`src/rtl/pm_pkg.sv`:
```
package pm_pkg;
  typedef enum logic [1:0] {
    RULE_OFF  = 2'd0,
    RULE_ALL  = 2'd1,
    RULE_ANY  = 2'd2,
    RULE_PRIO = 2'd3
  } pm_rule_e;

  localparam int ADDR_W = 3;
  localparam logic [ADDR_W-1:0] A_MODE  = 3'd0;
  localparam logic [ADDR_W-1:0] A_MASK  = 3'd1;
  localparam logic [ADDR_W-1:0] A_TRANS = 3'd2;
  localparam logic [ADDR_W-1:0] A_POL   = 3'd3;
  localparam logic [ADDR_W-1:0] A_STAT  = 3'd4;
  localparam logic [ADDR_W-1:0] A_DATA  = 3'd5;

  localparam int MODE_W    = 4;
  localparam int STAT_FLAG = 1;
  localparam int STAT_CHG  = 2;

  typedef struct packed {
    logic     irq_match_only;
    pm_rule_e rule;
    logic     latch_en;
  } pm_mode_t;
endpackage

```
`src/rtl/pm_sync.sv`:
```
module pm_sync #(
  parameter int W = 8
) (
  input  logic         clk,
  input  logic         rst_n,
  input  logic [W-1:0] raw,
  output logic [W-1:0] cur,
  output logic [W-1:0] prev
);
  logic [W-1:0] meta_q;

  always_ff @(posedge clk or negedge rst_n) begin
    if (!rst_n) begin
      meta_q <= '0;
      cur    <= '0;
      prev   <= '0;
    end else begin
      meta_q <= raw;
      cur    <= meta_q;
      prev   <= cur;
    end
  end
endmodule

```
`src/rtl/pm_bit_eval.sv`:
```
module pm_bit_eval #(
  parameter int W = 8
) (
  input  logic [W-1:0] cur,
  input  logic [W-1:0] prev,
  input  logic [W-1:0] mask,
  input  logic [W-1:0] trans,
  input  logic [W-1:0] pol,
  output logic [W-1:0] hit,
  output logic [W-1:0] care
);
  for (genvar i = 0; i < W; i++) begin : g_bit
    logic h;
    always_comb begin
      unique case ({mask[i], trans[i]})
        2'b00:   h = 1'b0;
        2'b01:   h = cur[i] ^ prev[i];
        2'b10:   h = ~(cur[i] ^ pol[i]);
        default: h = (cur[i] == pol[i]) && (prev[i] != pol[i]);
      endcase
    end
    assign hit[i]  = h;
    assign care[i] = mask[i] | trans[i];
  end
endmodule

```
`src/rtl/pm_combine.sv`:
```
module pm_combine
  import pm_pkg::*;
#(
  parameter int W  = 8,
  parameter int IW = $clog2(W)
) (
  input  logic [W-1:0]  hit,
  input  logic [W-1:0]  care,
  input  pm_rule_e      rule,
  output logic          match,
  output logic [IW-1:0] top_idx
);
  logic all_ok;
  logic any_ok;

  always_comb begin
    all_ok = (&(hit | ~care)) && (|care);
    any_ok = |(hit & care);
  end

  always_comb begin
    top_idx = '0;
    for (int i = 0; i < W; i++) begin
      if (hit[i] && care[i]) top_idx = i[IW-1:0];
    end
  end

  always_comb begin
    unique case (rule)
      RULE_ALL:  match = all_ok;
      RULE_ANY:  match = any_ok;
      RULE_PRIO: match = any_ok;
      default:   match = 1'b0;
    endcase
  end
endmodule

```
`src/rtl/pattern_match_unit.sv`:
```
module pattern_match_unit
  import pm_pkg::*;
#(
  parameter int W  = 8,
  parameter int IW = $clog2(W)
) (
  input  logic                  clk,
  input  logic                  rst_n,
  input  logic [W-1:0]          port_in,
  input  logic                  wr_en,
  input  logic [ADDR_W-1:0]     wr_addr,
  input  logic [W-1:0]          wr_data,
  input  logic                  rd_en,
  input  logic [ADDR_W-1:0]     rd_addr,
  output logic [W-1:0]          rd_data,
  output logic                  match_flag,
  output logic                  irq,
  output logic [IW-1:0]         prio_idx
);
  // reset: asserted asynchronously, released synchronously
  logic [1:0] rst_pipe_q;
  logic       rst_int_n;

  always_ff @(posedge clk or negedge rst_n) begin
    if (!rst_n) rst_pipe_q <= '0;
    else        rst_pipe_q <= {rst_pipe_q[0], 1'b1};
  end
  assign rst_int_n = rst_pipe_q[1];

  logic [W-1:0] cur, prev, hit, care;
  logic         match;
  logic [IW-1:0] top_idx;

  pm_sync #(.W(W)) u_sync (
    .clk(clk), .rst_n(rst_int_n), .raw(port_in), .cur(cur), .prev(prev)
  );

  pm_mode_t     mode_q, mode_d;
  logic [W-1:0] mask_q, mask_d, trans_q, trans_d, pol_q, pol_d;
  logic         flag_q, flag_d, chg_q, chg_d;
  logic [W-1:0] hold_q, hold_d;
  logic         holding_q, holding_d;
  logic [IW-1:0] prio_q, prio_d;

  pm_bit_eval #(.W(W)) u_eval (
    .cur(cur), .prev(prev), .mask(mask_q), .trans(trans_q), .pol(pol_q),
    .hit(hit), .care(care)
  );

  pm_combine #(.W(W), .IW(IW)) u_comb (
    .hit(hit), .care(care), .rule(mode_q.rule), .match(match), .top_idx(top_idx)
  );

  logic wr_mode, wr_mask, wr_trans, wr_pol, wr_stat, data_rd, sample_chg;

  always_comb begin
    wr_mode    = wr_en && (wr_addr == A_MODE);
    wr_mask    = wr_en && (wr_addr == A_MASK);
    wr_trans   = wr_en && (wr_addr == A_TRANS);
    wr_pol     = wr_en && (wr_addr == A_POL);
    wr_stat    = wr_en && (wr_addr == A_STAT);
    data_rd    = rd_en && (rd_addr == A_DATA);
    sample_chg = |(cur ^ prev);
  end

  // next-state logic
  always_comb begin
    mode_d    = mode_q;
    mask_d    = mask_q;
    trans_d   = trans_q;
    pol_d     = pol_q;
    flag_d    = flag_q;
    chg_d     = chg_q;
    hold_d    = hold_q;
    holding_d = holding_q;
    prio_d    = prio_q;

    if (wr_mode)  mode_d  = pm_mode_t'(wr_data[MODE_W-1:0]);
    if (wr_mask)  mask_d  = wr_data;
    if (wr_trans) trans_d = wr_data;
    if (wr_pol)   pol_d   = wr_data;

    if (wr_stat && wr_data[STAT_FLAG]) flag_d = 1'b0;
    if (match)                         flag_d = 1'b1;
    if (wr_stat && wr_data[STAT_CHG])  chg_d  = 1'b0;
    if (sample_chg)                    chg_d  = 1'b1;

    if (data_rd) holding_d = 1'b0;
    if (mode_q.latch_en && match && (!holding_q || data_rd)) begin
      hold_d    = cur;
      holding_d = 1'b1;
    end

    if ((mode_q.rule == RULE_PRIO) && match) prio_d = top_idx;
  end

  // state registers
  always_ff @(posedge clk or negedge rst_int_n) begin
    if (!rst_int_n) begin
      mode_q    <= '0;
      mask_q    <= '0;
      trans_q   <= '0;
      pol_q     <= '0;
      flag_q    <= 1'b0;
      chg_q     <= 1'b0;
      hold_q    <= '0;
      holding_q <= 1'b0;
      prio_q    <= '0;
    end else begin
      mode_q    <= mode_d;
      mask_q    <= mask_d;
      trans_q   <= trans_d;
      pol_q     <= pol_d;
      flag_q    <= flag_d;
      chg_q     <= chg_d;
      hold_q    <= hold_d;
      holding_q <= holding_d;
      prio_q    <= prio_d;
    end
  end

  // read mux
  always_comb begin
    rd_data = '0;
    unique case (rd_addr)
      A_MODE:  rd_data = {{(W-MODE_W){1'b0}}, mode_q};
      A_MASK:  rd_data = mask_q;
      A_TRANS: rd_data = trans_q;
      A_POL:   rd_data = pol_q;
      A_STAT: begin
        rd_data[STAT_FLAG] = flag_q;
        rd_data[STAT_CHG]  = chg_q;
      end
      A_DATA:  rd_data = holding_q ? hold_q : cur;
      default: rd_data = '0;
    endcase
  end

  assign match_flag = flag_q;
  assign irq        = flag_q | (chg_q & ~mode_q.irq_match_only);
  assign prio_idx   = prio_q;
endmodule

```
`config.mk`:
```
export PLATFORM = sky130hd
export DESIGN_NAME = pattern_match_unit
export DESIGN_NICKNAME = d
export VERILOG_FILES = /design/src/rtl/pm_pkg.sv /design/src/rtl/pm_sync.sv /design/src/rtl/pm_bit_eval.sv /design/src/rtl/pm_combine.sv /design/src/rtl/pattern_match_unit.sv
export SDC_FILE = /design/constraint.sdc
export NUM_CORES = 1
export LEC_CHECK = 0
export ABC_AREA = 1
export BUFFER_PORTS_ARGS = -buffer_cell sky130_fd_sc_hd__buf_2
export CORE_MARGIN = 2
export CORE_UTILIZATION = 43
export CTS_CLUSTER_SIZE = 14
export DETAILED_ROUTE_END_ITERATION = 6
export GPL_TIMING_DRIVEN = 1
export PLACE_DENSITY = 0.68
export SYNTH_ARGS = -nofsm -noshare
export SYNTH_HDL_FRONTEND = slang
export SYNTH_HIERARCHICAL = 1
export SYNTH_SLANG_ARGS = --single-unit
```
`constraint.sdc`:
```
create_clock -name clk -period 2.4 [get_ports clk]
set_input_delay 0 -clock clk [delete_from_list [all_inputs] [get_ports clk]]
set_output_delay 0 -clock clk [all_outputs]
set_load 0.005 [all_outputs]
```
## Word-level counts from Yosys, hierarchy flattened

Index checks and enable logic that the tools add are counted.

- Equality and inequality tests: 44
- Muxes and demuxes: 26
- Bitwise logic cells: 39
- Reduce and logical (&&, ||, !) cells: 47

Operator list:

| kind | count |
|---|---|
| $logic_and 1x1->1 | 27 |
| $pmux 5 s5 | 1 |
| $pmux 1 s3 | 8 |
| $reduce_or 8->1 | 3 |
| $eq 2x2->1 const B | 10 |
| $eq 2x1->1 const B | 9 |
| $logic_not 2->1 | 8 |
| $xor 1x1->1 | 16 |
| $eq 3x2->1 const B | 4 |
| $mux 3 | 4 |
| $pmux 2 s6 | 1 |
| $eq 3x3->1 const B | 3 |
| $not 1->1 | 9 |
| $or 1x1->1 | 9 |
| $and 8x8->8 | 1 |
| $eq 1x1->1 | 8 |
| $mux 8 | 1 |
| $ne 1x1->1 | 8 |
| $not 8->8 | 1 |
| $or 8x8->8 | 1 |
| $reduce_and 8->1 | 1 |
| $xor 8x8->8 | 1 |
| $mux 1 | 7 |
| $eq 3x1->1 const B | 2 |
| 9 further kinds | 13 |

- Bits in registers: 68

## Longest topological paths before layout

- Word-level depth: 11
- Mapped depth: 19
- Gate-level depth less buffers: 18

## Cells and area by module

The synthesis kept the hierarchy.

Modules (own cells, without submodules):

| module | instances | cells each | area an instance (µm²) |
|---|---|---|---|
| pattern_match_unit | 1 | 294 | 2409.8 |
| pm_bit_eval | 1 | 136 | 650.6 |
| pm_sync | 1 | 24 | 600.6 |
| pm_combine | 1 | 59 | 246.5 |

## Worst setup path before layout

Ideal clock, no wire load.

- Path kind: reg2reg
- From: register mask_q[4]
- To: register hold_q[0]
- Arrival time: 1.812 ns
- Data required time: 2.335 ns
- Setup slack: 0.523 ns
- Stages on the path, launching flop included: 16
- Period minus slack after synthesis: 1.877 ns
- Path through: dfrtp_1 -> or2_4 -> nand3_2 -> nor2_2 -> buf_4 -> nand2_2 -> nand2_1 -> nor2_2 -> nand2_1 -> nand2_1 -> nand2_1 -> nand2_1 -> clkinv_1 -> nand2_4 -> nand2_1 -> nand2_1

- Longest elaborated chain between the ends: 8
- Elaborated cells on any way between the ends: 15
- Classes of those cells: eq/ne: 2; mux: 2; bitwise: 4; reduce/logical: 7

RTL lines:

| item | RTL line | RTL |
|---|---|---|
| start: declaration | pattern_match_unit.sv:39 | `logic [W-1:0] mask_q, mask_d, trans_q, trans_d, pol_q, pol_d;` |
| start signal: assignment | pattern_match_unit.sv:111 | `mask_q <= mask_d;` |
| $or 1x1->1 (*) | pm_bit_eval.sv:23 | `assign care[i] = mask[i] \| trans[i];` |
| named net care[4] | pattern_match_unit.sv:30 | `logic [W-1:0] cur, prev, hit, care;` |
| $not 8->8 | pm_combine.sv:17 | `all_ok = (&(hit \| ~care)) && (\|care);` |
| $or 8x8->8 | pm_combine.sv:17 |  |
| $reduce_and 8->1 | pm_combine.sv:17 |  |
| $logic_and 1x1->1 | pm_combine.sv:17 |  |
| $pmux 1 s2 (*) | pm_combine.sv:29 | `unique case (rule)` |
| $logic_and 1x1->1 (*) (2 in a row) | pattern_match_unit.sv:89 | `if (mode_q.latch_en && match && (!holding_q \|\| data_rd)) begin` |
| end signal: assignment | pattern_match_unit.sv:116 | `hold_q <= hold_d;` |
| end: declaration | pattern_match_unit.sv:41 | `logic [W-1:0] hold_q, hold_d;` |

Mark *: on every way through the listed nets, which the timed path passes. The rest lies on a longest branch.
A chain may end at the register's enable or synchronous reset.

## Final worst setup path

- From: register mask_q[7]
- To: register hold_q[1]

The elaborated chain is that of the path after synthesis.

==> impl_results.md <==
- Global-route wire length before repair: 15.84 mm
- Simple-gate area share of the yosys netlist: 36.15%
- Max_slew headroom: 64.61%
- Area grow syn2layout: 13.64%
- Fin area: 4441 um2
- Slew Viols, Final: 0
- Vias per cell: 4.969
- Pleak: 2.366 nW
- Via count: 3354
- # IOs: 39
- H-tree levels: 3
- Hold Path Class: primary input to flip-flop
- I/O Buffers: 38
- Post-synth EDFFs: 0
- Largest net degree at the start of global routing: 67
- Post-route clock period utilization: 90.30%
- Routed WL: 9.369 mm
- DRC viols: 0
- Actual slew at the worst max-slew pin: 0.5308 ns
- Rows: 34
- Number of setup violations in the final report: 0
- Crit-path cells: or2_4, nand3_2, nor2_2, nand2_1, nand2_1, nor2_2, nand2_1, nand2_1, nand2_1, nand2_1, clkinv_1, nand2_4, nand2_1, nand2_1
- Power Density: 774.9 nW/um2
- WL/cell: 13.88 um
- Reg2reg end: hold_q[1]
- Synth cell types: 30
- Die H: 99.33 um
- Synth Area in Compound Gates: 7.909%
- Unrepaired setup endpoints after global routing: no
- Maxcap violations: 0
- Worst vdd ir: 0.0004160 V
- Worst path required time: 2.68 ns
- Die X: 99.33 um
- Hold Path Cell Cnt: 3
- Critical Path AT: 2.45 ns
- Total Power: 3.441 mW
- Sequential fraction of the synthesis area: 43.55%
- Post-Syn Nets: 539
- Max FO, Critical Path: 9
- CTS Sinks: 68
- Synth Flop Type: dfrtp_1
- Synth Area in Adders: 0%
- # fillers: 828
- Fmax: 461.4 MHz
- CTS tree: done
- Mapped Area: 3907 um2
- Final Net Count: 588
- Fin crit period: 2.167 ns
- PostCTS Resize Cnt: 0
- Crit path from: mask_q[7]
- Mux cell area share after synthesis: 0.8646%
- Final hold vios: 0
- Syn. warnings: 6
- Clk slew on worst S/H paths: 0.08 ns
- Post-Place Cell Area: 4120 um2
- GRT overflow: 0
- Post-Syn Instances: 513
- Core Util, Final: 50.67%
- Total CTS buffers: 9
- Reg2Reg Depth: 14
- Flop-to-flop setup slack: 0.23 ns
- Post-route ant nets: 0
- Die area: 9865 um2
- Setup TNS: 0 ns
- Antenna cell count: 0
- Hold slack: 0.007580 ns
- Main combinational cell family by area after synthesis: simple AND/OR/NAND/NOR gates
- DRT Pass-1 Iters: 5
- Status: completed
- Skew final: 0.008094 ns
- Asr flop ratio synth: 100.0%
- Post-synthesis xor/xnor area fraction: 0.8966%
- Worst R2R Start: mask_q[7]
- Clock Root Buffer: clkbuf_8
- Synth Register Bits: 68
- Slowest CP cell: dfrtp_1
- Setup bufs post-CTS: 0
- Core ar.: 8763 um2
- Share of cells above drive strength 1: 23.10%
- Startpoint types: flip-flop
- Syn Area/Cell: 7.617 um2
- Number of global-route vias before repair: 3327
- Worst Hold Launch: wr_data[1]
- WS Path Type: flip-flop to flip-flop
- Cts hold-fix bufs: 15
- Initial antenna violation count: 0
- Total global routing track utilization: 20.52%
- Setup crit end kind: flip-flop
- Final GP Congestion: 0.9119
- Clock latency on the worst-skew pair: 0.35 ns
- Initial DRC count: 235
- Worst Hold Path EP: mask_q[1]
- Starting Density: 44.59%
- CTS Buffer Depth: 2
- CP most frequent cell: nand2_1
- Slowest Stage Delay on Critical Path: 0.43 ns
- Final HPWL DP: 6.801 mm
-- where the power goes --
| group | internal, mW | total [mW] | switching [mW] |
|---|---|---|---|
| sequential | 1.35 | 1.59 | 0.244 |
| clock | 0.379 | 0.828 | 0.449 |
| combinational | 0.431 | 1.02 | 0.589 |
| total | 2.16 | 3.44 | 1.28 |
-- worst max-delay path by stage --
| stage | endpoint | slack, ns | depth (start not counted) |
|---|---|---|---|
| global route | hold_q[7] | 0.05 | 16 |
| CTS | hold_q[7] | 0.23 | 14 |
| floorplan | chg_q | 0.37 | 0 |
| detailed placement | hold_q[7] | 0.26 | 14 |
| finish | hold_q[1] | 0.23 | 14 |
| global placement | hold_q[2] | 0.37 | 14 |
-- synth_stat cells (2+ instances only) --
master   number  area share (%)
o21ai_2      24             5.4
nand3_1      18             2.3
nand3_2       8             2.0
nor2_2       12             1.9
nand2_1     186              18
buf_2         2            0.26
nor2_1       40             3.8
inv_2         5            0.48
or2_4         8             1.8
inv_1        68             6.5
nand4_1      14             2.2
dfrtp_1      68              44
nand2_2      12             1.9
buf_4         9             1.7
buf_6         5             1.4
o21ai_0      13             1.7
o21ai_1       2            0.26
mux2_2        3            0.86
xnor2_1       4            0.90
nand3_4       2            0.90
-- layer usage --
metal,up-vias,track usage (%),share of wire [%]
met5,-,0,0
met4,0,6.217,2.0
met3,19,4.989,6.5
met2,110,32.80,46
met1,1556,27.78,46
li1,1669,-,-
-- layout by cell type, fill, tap and decap left out, types with 2 or more instances in the layout --
master / n
clkbuf_1: 2
nand3_1: 18
nor2_1: 40
buf_2: 38
inv_2: 5
xnor2_1: 4
mux2_2: 3
o21ai_1: 2
nand2_1: 186
nand3_2: 8
nand4_1: 14
nor2_2: 12
dfrtp_1: 67
dlygate4sd3_1: 15
or2_4: 8
o21ai_2: 24
nand3_4: 2
clkbuf_8: 9
o21ai_0: 13
clkinv_4: 3
inv_1: 68
nand2_2: 12
-- critical path: cells and delay by family, from the launching register on --
kind          cells  cell delay (ns)
buf+inv           1             0.28
flops             1             0.43
simple gates     13             1.37
-- logic make-up (layout without fill, tap and decap cells) --
| group | count (synthesis) | in the layout |
|---|---|---|
| multiplexers | 3 | 3 |
| other | 1 | 1 |
| AND/OR/NAND/NOR | 305 | 305 |
| flip-flops | 68 | 68 |
| buffers and inverters | 90 | 144 |
| XOR/XNOR | 4 | 4 |
| AO/OA/AOI/OAI | 42 | 42 |
-- flip-flops by register name (all words and copies together), names as in the netlist, 2 cells and up --
name	flops
hold_q	8
mask_q	8
pol_q	8
trans_q	8
u_sync/cur	8
u_sync/meta_q	8
u_sync/prev	8
mode_q	4
prio_idx	3
rst_pipe_q	2
-- area by class of cell --
cell class                 count  area [um2]  share of cell area [%]
clock buffer                  11       131.4                   2.959
clock inverter                 5       38.79                  0.8735
inverter                      74       277.8                   6.255
multi-input combinational    355        1794                   40.41
sequential                    68        1703                   38.35
tap                          108       135.1                   3.043
timing repair buffer          54       360.3                   8.115
-- through the flow --
step                std cells  worst slack [ns]
finish                    675            0.2328
global route              675           0.04619
CTS                       675            0.2325
detailed placement        644            0.2585
global placement          644            0.3700
floorplan                 513            0.3662
Power figures use the tool's default switching activity.
